$ cat src/rtl/uart_vote_rx_pkg.sv
package uart_vote_rx_pkg;

   typedef enum logic [1:0] {
      ST_IDLE  = 2'd0,
      ST_START = 2'd1,
      ST_DATA  = 2'd2,
      ST_STOP  = 2'd3
   } rx_state_e;

   function automatic logic maj3(input logic a, input logic b, input logic c);
      return (a & b) | (a & c) | (b & c);
   endfunction

endpackage

$ cat src/rtl/uart_vote_rx_sync.sv
module uart_vote_rx_sync #(
   parameter int STAGES = 2
) (
   input  logic clk,
   input  logic rst_n,
   input  logic d_i,
   output logic q_o
);
   generate
      if (STAGES < 2) begin : g_bad_stages
         $error("uart_vote_rx_sync: STAGES must be at least 2");
      end
   endgenerate

   logic [STAGES-1:0] chain_q;

   always_ff @(posedge clk or negedge rst_n) begin
      if (!rst_n) chain_q <= '1;
      else        chain_q <= {chain_q[STAGES-2:0], d_i};
   end

   assign q_o = chain_q[STAGES-1];
endmodule

$ cat src/rtl/uart_vote_rx_sampler.sv
module uart_vote_rx_sampler
   import uart_vote_rx_pkg::*;
#(
   parameter int OSR = 16
) (
   input  logic clk,
   input  logic rst_n,
   input  logic tick_i,
   input  logic rx_i,
   input  logic busy_i,
   output logic vote_valid_o,
   output logic vote_o
);
   localparam int MID = OSR / 2;
   localparam int CW  = $clog2(OSR + 1);

   generate
      if (OSR < 4) begin : g_bad_osr
         $error("uart_vote_rx_sampler: OSR must be at least 4");
      end
   endgenerate

   logic [CW-1:0] cnt_q;
   logic [CW-1:0] nxt;
   logic          first_q, second_q;

   // number of the sample being taken at this tick
   assign nxt = (cnt_q == CW'(OSR)) ? CW'(1) : cnt_q + CW'(1);

   always_ff @(posedge clk or negedge rst_n) begin
      if (!rst_n) begin
         cnt_q    <= CW'(1);
         first_q  <= 1'b1;
         second_q <= 1'b1;
      end else if (tick_i) begin
         if (!busy_i) begin
            cnt_q <= CW'(1);
         end else begin
            cnt_q <= nxt;
            if (nxt == CW'(MID))     first_q  <= rx_i;
            if (nxt == CW'(MID + 1)) second_q <= rx_i;
         end
      end
   end

   assign vote_valid_o = tick_i && busy_i && (nxt == CW'(MID + 2));
   assign vote_o       = maj3(first_q, second_q, rx_i);
endmodule

$ cat src/rtl/uart_vote_rx_frame.sv
module uart_vote_rx_frame
   import uart_vote_rx_pkg::*;
#(
   parameter int DATA_BITS = 8
) (
   input  logic                 clk,
   input  logic                 rst_n,
   input  logic                 tick_i,
   input  logic                 rx_i,
   input  logic                 vote_valid_i,
   input  logic                 vote_i,
   output logic                 busy_o,
   output logic                 done_o,
   output logic                 stop_bit_o,
   output logic [DATA_BITS-1:0] word_o,
   output rx_state_e            state_o
);
   localparam int IW   = $clog2(DATA_BITS);
   localparam int LAST = DATA_BITS - 1;

   rx_state_e            state_q;
   logic [IW-1:0]        idx_q;
   logic [DATA_BITS-1:0] shreg_q;

   always_ff @(posedge clk or negedge rst_n) begin
      if (!rst_n) begin
         state_q <= ST_IDLE;
         idx_q   <= '0;
         shreg_q <= '0;
      end else begin
         unique case (state_q)
            ST_IDLE: begin
               if (tick_i && !rx_i) state_q <= ST_START;
            end
            ST_START: begin
               if (vote_valid_i) begin
                  if (vote_i) begin
                     state_q <= ST_IDLE;
                  end else begin
                     state_q <= ST_DATA;
                     idx_q   <= '0;
                  end
               end
            end
            ST_DATA: begin
               if (vote_valid_i) begin
                  shreg_q <= {vote_i, shreg_q[DATA_BITS-1:1]};
                  if (idx_q == IW'(LAST)) state_q <= ST_STOP;
                  else                    idx_q   <= idx_q + IW'(1);
               end
            end
            ST_STOP: begin
               if (vote_valid_i) state_q <= ST_IDLE;
            end
            default: state_q <= ST_IDLE;
         endcase
      end
   end

   assign busy_o     = (state_q != ST_IDLE);
   assign done_o     = vote_valid_i && (state_q == ST_STOP);
   assign stop_bit_o = vote_i;
   assign word_o     = shreg_q;
   assign state_o    = state_q;
endmodule

$ cat src/rtl/uart_vote_rx_hold.sv
module uart_vote_rx_hold #(
   parameter int DATA_BITS = 8
) (
   input  logic                 clk,
   input  logic                 rst_n,
   input  logic                 done_i,
   input  logic [DATA_BITS-1:0] word_i,
   input  logic                 stop_bit_i,
   input  logic                 rd_i,
   output logic [DATA_BITS-1:0] word_o,
   output logic                 rc_o,
   output logic                 ferr_o,
   output logic                 ovr_o
);
   always_ff @(posedge clk or negedge rst_n) begin
      if (!rst_n) begin
         word_o <= '0;
         rc_o   <= 1'b0;
         ferr_o <= 1'b0;
         ovr_o  <= 1'b0;
      end else begin
         if (done_i) begin
            word_o <= word_i;
            ferr_o <= ~stop_bit_i;
         end
         if (done_i)    rc_o <= 1'b1;
         else if (rd_i) rc_o <= 1'b0;
         if (rd_i)                   ovr_o <= 1'b0;
         else if (done_i && rc_o)    ovr_o <= 1'b1;
      end
   end
endmodule

$ cat src/rtl/uart_vote_rx.sv
module uart_vote_rx
   import uart_vote_rx_pkg::*;
#(
   parameter int DATA_BITS   = 8,
   parameter int OSR         = 16,
   parameter int SYNC_STAGES = 2
) (
   input  logic       clk,
   input  logic       rst_n,
   input  logic       tick_i,
   input  logic       rxd_i,
   input  logic       rd_i,
   input  logic       irq_en_i,
   output logic [7:0] data_o,
   output logic       bit9_o,
   output logic       rc_flag_o,
   output logic       ferr_o,
   output logic       ovr_o,
   output logic       irq_o
);
   generate
      if (DATA_BITS != 8 && DATA_BITS != 9) begin : g_bad_width
         $error("uart_vote_rx: DATA_BITS must be 8 or 9");
      end
   endgenerate

   logic                 rx_s;
   logic                 frame_busy, frame_done, stop_bit;
   logic                 vote_valid, vote;
   logic [DATA_BITS-1:0] word, word_q;
   rx_state_e            frame_state;

   uart_vote_rx_sync #(.STAGES(SYNC_STAGES)) sync_i (
      .clk(clk), .rst_n(rst_n), .d_i(rxd_i), .q_o(rx_s)
   );

   uart_vote_rx_sampler #(.OSR(OSR)) sampler_i (
      .clk(clk), .rst_n(rst_n), .tick_i(tick_i), .rx_i(rx_s),
      .busy_i(frame_busy), .vote_valid_o(vote_valid), .vote_o(vote)
   );

   uart_vote_rx_frame #(.DATA_BITS(DATA_BITS)) frame_i (
      .clk(clk), .rst_n(rst_n), .tick_i(tick_i), .rx_i(rx_s),
      .vote_valid_i(vote_valid), .vote_i(vote),
      .busy_o(frame_busy), .done_o(frame_done), .stop_bit_o(stop_bit),
      .word_o(word), .state_o(frame_state)
   );

   uart_vote_rx_hold #(.DATA_BITS(DATA_BITS)) hold_i (
      .clk(clk), .rst_n(rst_n), .done_i(frame_done), .word_i(word),
      .stop_bit_i(stop_bit), .rd_i(rd_i), .word_o(word_q),
      .rc_o(rc_flag_o), .ferr_o(ferr_o), .ovr_o(ovr_o)
   );

   assign data_o = word_q[7:0];

   generate
      if (DATA_BITS == 9) begin : g_nine
         assign bit9_o = word_q[DATA_BITS-1];
      end else begin : g_eight
         assign bit9_o = 1'b0;
      end
   endgenerate

   assign irq_o = rc_flag_o & irq_en_i;
endmodule

$ cat config.mk
export PLATFORM = sky130hd
export DESIGN_NAME = uart_vote_rx
export DESIGN_NICKNAME = d
export VERILOG_FILES = /design/src/rtl/uart_vote_rx_pkg.sv /design/src/rtl/uart_vote_rx_sync.sv /design/src/rtl/uart_vote_rx_sampler.sv /design/src/rtl/uart_vote_rx_frame.sv /design/src/rtl/uart_vote_rx_hold.sv /design/src/rtl/uart_vote_rx.sv
export SDC_FILE = /design/constraint.sdc
export NUM_CORES = 1
export LEC_CHECK = 0
export BUFFER_PORTS_ARGS = -buffer_cell sky130_fd_sc_hd__buf_2
export CAP_MARGIN = 25
export CORE_ASPECT_RATIO = 1.2
export CORE_UTILIZATION = 54
export DETAILED_ROUTE_END_ITERATION = 7
export PLACE_DENSITY = 0.75
export SYNTH_ARGS = -nofsm -noshare
export SYNTH_HDL_FRONTEND = slang
export SYNTH_SLANG_ARGS = --single-unit
$ cat constraint.sdc
create_clock -name clk -period 2.6 [get_ports clk]
set_input_delay 0.26 -clock clk [delete_from_list [all_inputs] [get_ports clk]]
set_output_delay 0.26 -clock clk [all_outputs]
set_load 0.005 [all_outputs]
# After elaboration in Yosys (flattened, before gate mapping)
# Index checks and enable logic that the tools add are counted.
totals:
  output_inout_bits: 13
  latch_bits: 0
  mem_bits_ro: 0
  input_bits: 6
  ram_bits: 0
  regBits: 33
  memories: 0
classes:
  addsub: 2
  div_mod_pow: 0
  magnitude_cmp: 0
  n_mul: 0
  bitwise: 7
  reduce_logical: 16
  muxes: 18
  eq_ne: 15
  shifts: 0
ops:
  columns: ["operator", "count"]
  rows:
  - ["5-bit by 4-bit equality test with 1-bit output, second input constant", 3]
  - ["2-bit two-way mux", 6]
  - ["3-bit two-way mux", 4]
  - ["5-bit two-way mux", 2]
  - ["2-bit by 1-bit inequality test with 1-bit output, second input constant", 5]
  - ["5-bit AND reduction", 2]
  - ["2-bit one-hot mux with 4 select lines", 1]
  - ["2-bit nonzero test", 4]
  - ["3-bit one-hot mux with 2 select lines", 1]
  - ["3-bit AND reduction", 2]
  - ["5-bit by 1-bit adder with 5-bit output, second input constant", 1]
  - ["5-bit equality test, second input constant", 1]
  - ["1-bit logical AND", 5]
  - ["1-bit bitwise AND", 4]
  - ["2-bit equality test, second input constant", 2]
  - ["1-bit two-way mux", 4]
  - ["2-bit inequality test, second input constant", 2]
  - ["3-bit by 1-bit adder with 3-bit output, second input constant", 1]
  - ["3-bit equality test, second input constant", 1]
  - ["2-bit by 1-bit equality test with 1-bit output, second input constant", 1]
  - ["2-bit logical NOT", 1]
  - ["1-bit bitwise OR", 2]
  - ["2-bit AND reduction", 1]
  - ["1-bit logical NOT", 1]
  - ["1-bit inverter", 1]

# Logic depth before layout (Yosys ltp)
logic_depth:
  ltp_word: 8
  ltp_mapped: 7
  depth_no_buf: 7

# Cells and area by module
# Synthesis repeated with hierarchy kept, for this count alone.
hier_totals:
  hier_cells: 130
  hier_area_um2: 1627.8
by_module_without_submodules:
  columns: ["module", "n_inst", "cells_each", "seq_area_each_um2", "area_each_um2"]
  rows:
  - ["uart_vote_rx_frame", 1, 49, 325.3, 623.1]
  - ["uart_vote_rx_sampler", 1, 50, 178.9, 496.7]
  - ["uart_vote_rx_hold", 1, 26, 275.3, 437.9]
  - ["uart_vote_rx_sync", 1, 2, 52.6, 52.6]
  - ["uart_vote_rx", 1, 3, 0.0, 17.5]

# Worst setup path after synthesis
# No wires, ideal clock.
synth_timing:
  path_kind: "register to register"
  from: "reg frame_i.state_q[0] (netlist: frame_i.state_o[0])"
  to: "reg hold_i.word_o[0]"
  period_less_slack_ps: 2118
  t_required_ps: 2475
  stages_incl_launch_ff: 8
  path_slack_ps: 482
  t_arrival_ps: 1993
  path_buffers: 0
  path_cell_list: "dfrtp_1 > inv_1 > ha_1 > and3b_2 > mux2i_1 > nor4b_4 > nand2_4 > mux2_2"
synth_via:
  elab_chain_len: 4
synth_rtl:
  columns: ["item", "line", "source"]
  rows:
  - ["from (decl)", "uart_vote_rx_frame.sv:21", "rx_state_e state_q;"]
  - ["from (signal assigned)", "uart_vote_rx_frame.sv:27", "state_q <= ST_IDLE;"]
  - ["from (signal assigned)", "uart_vote_rx_frame.sv:33", "if (tick_i && !rx_i) state_q <= ST_START;"]
  - ["from (signal assigned)", "uart_vote_rx_frame.sv:38", "state_q <= ST_IDLE;"]
  - ["2-bit nonzero test", "uart_vote_rx_frame.sv:60", "assign busy_o = (state_q != ST_IDLE);"]
  - ["1-bit logical AND (2 in series)", "uart_vote_rx_sampler.sv:46", "assign vote_valid_o = tick_i && busy_i && (nxt == CW'(MID + 2));"]
  - ["1-bit logical AND *", "uart_vote_rx_frame.sv:61", "assign done_o = vote_valid_i && (state_q == ST_STOP);"]
  - ["to (signal assigned)", "uart_vote_rx_hold.sv:23", "word_o <= word_i;"]
  - ["to (decl)", "uart_vote_rx_hold.sv:10", "output logic [DATA_BITS-1:0] word_o,"]
# Mark *: on every way between the ends. The rest lies on a longest branch, timed or not.
# A chain may end at the register's enable or synchronous reset.

# Final worst setup path
layout_timing:
  from: "reg frame_i.state_q[0] (netlist: frame_i.state_o[0])"
  to: "reg hold_i.word_o[4]"
# The elaborated chain is that of the path after synthesis.

==> impl_results.md <==
* Most numerous cell in the Yosys netlist: dfrtp_1
* DIE WIDTH at 51.8 µm
* Area leader, netlist: dfrtp_1
* Max stage delay cell, worst path: nor4b_4
* I/O pin count at 19
* Worst Setup Slack post-DPL at 0.213 ns
* Cells after Synth at 134
* Post-Syn Area at 0.00161 mm²
* CP required at 2.82 ns
* Routed len/inst at 14.4 µm
* Syn_nets at 150
* RSZ-0062 raised after global routing: false
* Hold Crit Class: in -> reg
* Net Sw Frac at 0.350
* Layout area overhead at 13.1%
* Max incr delay on CP at 0.53 ns
* Pwr Density at 821 mW/mm²
* Sw Pwr at 522 µW
* Buffers & Inverters on Critical Path at 1
* CP max FO at 10
* Pleak at 0.959 nW
* Core region area at 0.00281 mm²
* Gp weighted congestion at 0.785
* Final cell count without fillers at 194
* #FFs+latches synth at 33
* Combinational power share at 0.324
* Post-Syn Area per Cell at 12.0 µm²
* Worst vdd ir at 0.515 mV
* Post-cts sizing count at 0
* Tot Pwr at 1.49 mW
* Post-layout net count at 175
* Design area at 0.00182 mm²
* Worst Path Arrival at 2.59 ns
* Fill count at 217
* Crit path time final at 2.37 ns
* Crit start category: flop
* Initial antenna violation count at 0
* CP top delay family: simple AND/OR/NAND/NOR gates
* Post-route clock period utilization at 0.911
* 1st-pass router iterations at 4
* Top post-synthesis cells by area: dfrtp_1, mux2_2, dfstp_2
* Reg2Reg Setup Slack at 0.23 ns
* DRT Wirelength at 2790 µm
* CTS Buf Count at 5
* Clock power share at 0.217
* Post-synth EDFFs at 0
* Share of cells above drive strength 1 at 0.344
* Drc violations at 0
* Clock latency on the worst-skew pair at 0.33 ns
* Critical path class: reg -> reg
* Grt ovf at 0
* H-tree level count at 2
* Clk pin slew, worst setup/hold paths at 0.09 ns
* Vias in the first global route at 1015
* Post-route ant nets at 0
* Distinct cells, synth at 35
* Dpl cells at 184
* Setup ws final at 0.232 ns
* Syn. warnings at 0
* # setup viols final at 0
* CP cell instances: inv_1 > ha_1 > and3b_2 > mux2i_1 > nor4b_4 > nand2_4 > mux2_2
* Outcome: finished, final reports clean
* Site Rows at 21
* Final hold violation count at 0
* Initial Utilization at 0.571
* Clock Sinks at 33
* Crit. End Element: flop
* Max_slew headroom at 0.530
* Largest net degree at the start of global routing at 34
* Post-synth top area share at 0.436
* N_diodes at 0
* Predominant post-synthesis flop cell: dfrtp_1
* Flop pwr share at 0.459
* Die Span Y at 61.8 µm
* Clock buffer depth at 2
* Worst slew pin tran at 0.706 ns
* DR vias/cell at 5.37
* Post-DP Area at 0.00173 mm²
* Cell internal pwr at 969 µW
* Clock root buffer: clkbuf_4
* WHS at 0.0860 ns
* HPWL Detailed at 2090 µm
* Final number of max-transition violations at 0
* Die area at 0.00320 mm²
* Final design utilization at 0.646
* Port Buf Inserts at 17
* First-pass GRT wire length at 4580 µm
* Most common library cells after synthesis: dfrtp_1, mux2_2, ha_1, inv_1, nand2_1
* Post-synthesis sequential area ratio at 0.518
* Async SR Flop Fraction at 1.00
* MaxCap Viol Count at 0
* Detailed Route Iter0 Violations at 16
* Gr usage total at 0.210
* Fmax at 422 MHz
* Worst Clk Skew at 0.00657 ns
* Fin Setup TNS at 0 ns
* CTS tree: done
* Via Count at 1042
==> sequential cells by signal, indices dropped and copies added (netlist names), named ones only <==
| signal | count |
|---|---|
| hold_i.word_o | 8 |
| sync_i.chain_q | 2 |
| frame_i.idx_q | 3 |
| hold_i.ovr_o | 1 |
| frame_i.state_o | 1 |
| hold_i.ferr_o | 1 |
| sampler_i.second_q | 1 |
| hold_i.rc_o | 1 |
| sampler_i.first_q | 1 |
| frame_i.word_o | 8 |
| sampler_i.cnt_q | 5 |
==> power by group through the flow <==
stage,combinational (mW),clock (mW),sequential (mW)
4_1_cts,0.488,0.333,0.682
3_3_place_gp,0.462,0,0.685
3_5_place_dp,0.484,0,0.694
2_1_floorplan,0.376,0,0.673
6_report,0.483,0.324,0.684
5_1_grt,0.545,0.353,0.698
==> kinds of logic (layout without fill, tap and decap cells) <==
kind of cell	after synthesis	after routing	share of synthesized area
AND/OR/NAND/NOR	37	37	0.141
flip-flops	33	33	0.518
multiplexers	21	21	0.145
AO/OA/AOI/OAI	19	19	0.0763
adder cells (fa/ha/maj)	11	11	0.0841
buffers and inverters	11	37	0.0280
other	1	1	0.00233
XOR/XNOR	1	1	0.00545
==> worst register-to-register path, cell delays in order (launching register included) <==
cell,delay (ns)
dfrtp_1,0.42
inv_1,0.10
ha_1,0.30
and3b_2,0.27
mux2i_1,0.13
nor4b_4,0.53
nand2_4,0.19
mux2_2,0.32
==> placed cells by master (no fill, tap or decap), types with 3 or more instances in the layout <==
master | netlist | layout
dfrtp_1 | 28 | 28
mux2_2 | 18 | 18
buf_2 | 0 | 17
inv_1 | 10 | 10
nand2_1 | 10 | 10
ha_1 | 10 | 10
nor2_1 | 7 | 7
o21ai_0 | 5 | 5
clkbuf_4 | 0 | 5
dfstp_2 | 5 | 5
nand3_1 | 4 | 4
mux2i_1 | 3 | 3
a21oi_1 | 3 | 3
o22ai_1 | 3 | 3
==> routing by layer <==
metal  vias to the layer above  GRT usage  routed length, µm
li1                        516          -                  -
met1                       496      0.229               1120
met2                        22      0.360               1480
met3                         8     0.0730                104
met4                         0      0.116                 79
met5                         -          0                  0
==> final timing paths <==
kind	start	endpoint	cells past startpoint
max	frame_i.state_o[0]$_DFFE_PN0P_	hold_i.word_o[4]$_DFFE_PN0P_	7
min	rd_i	hold_i.ovr_o$_DFFE_PN0P_	2
max reg2reg	frame_i.state_o[0]$_DFFE_PN0P_	hold_i.word_o[4]$_DFFE_PN0P_	7
min reg2reg	sync_i.chain_q[0]$_DFF_PN1_	sync_i.chain_q[1]$_DFF_PN1_	0
max in group asynchronous	rst_n	hold_i.word_o[6]$_DFFE_PN0P_	2
min in group asynchronous	rst_n	frame_i.word_o[0]$_DFFE_PN0P_	2
==> cell type report <==
cell class / instances / area, µm² / share of cell area
tap: 34 / 42.5 / 0.0234
sequential: 33 / 832 / 0.458
multi-input combinational: 90 / 729 / 0.402
timing repair buffer: 19 / 105 / 0.0579
inverter: 10 / 37.5 / 0.0207
clock buffer: 7 / 65.1 / 0.0358
clock inverter: 1 / 5.00 / 0.00275
==> what timing repair did <==
action                     4_1_cts  5_1_grt
hold endpoints to repair        29        0
hold buffers                     2        0
setup endpoints to repair        0        0
buffers inserted                 0        0
Power figures use the tool's default switching activity.
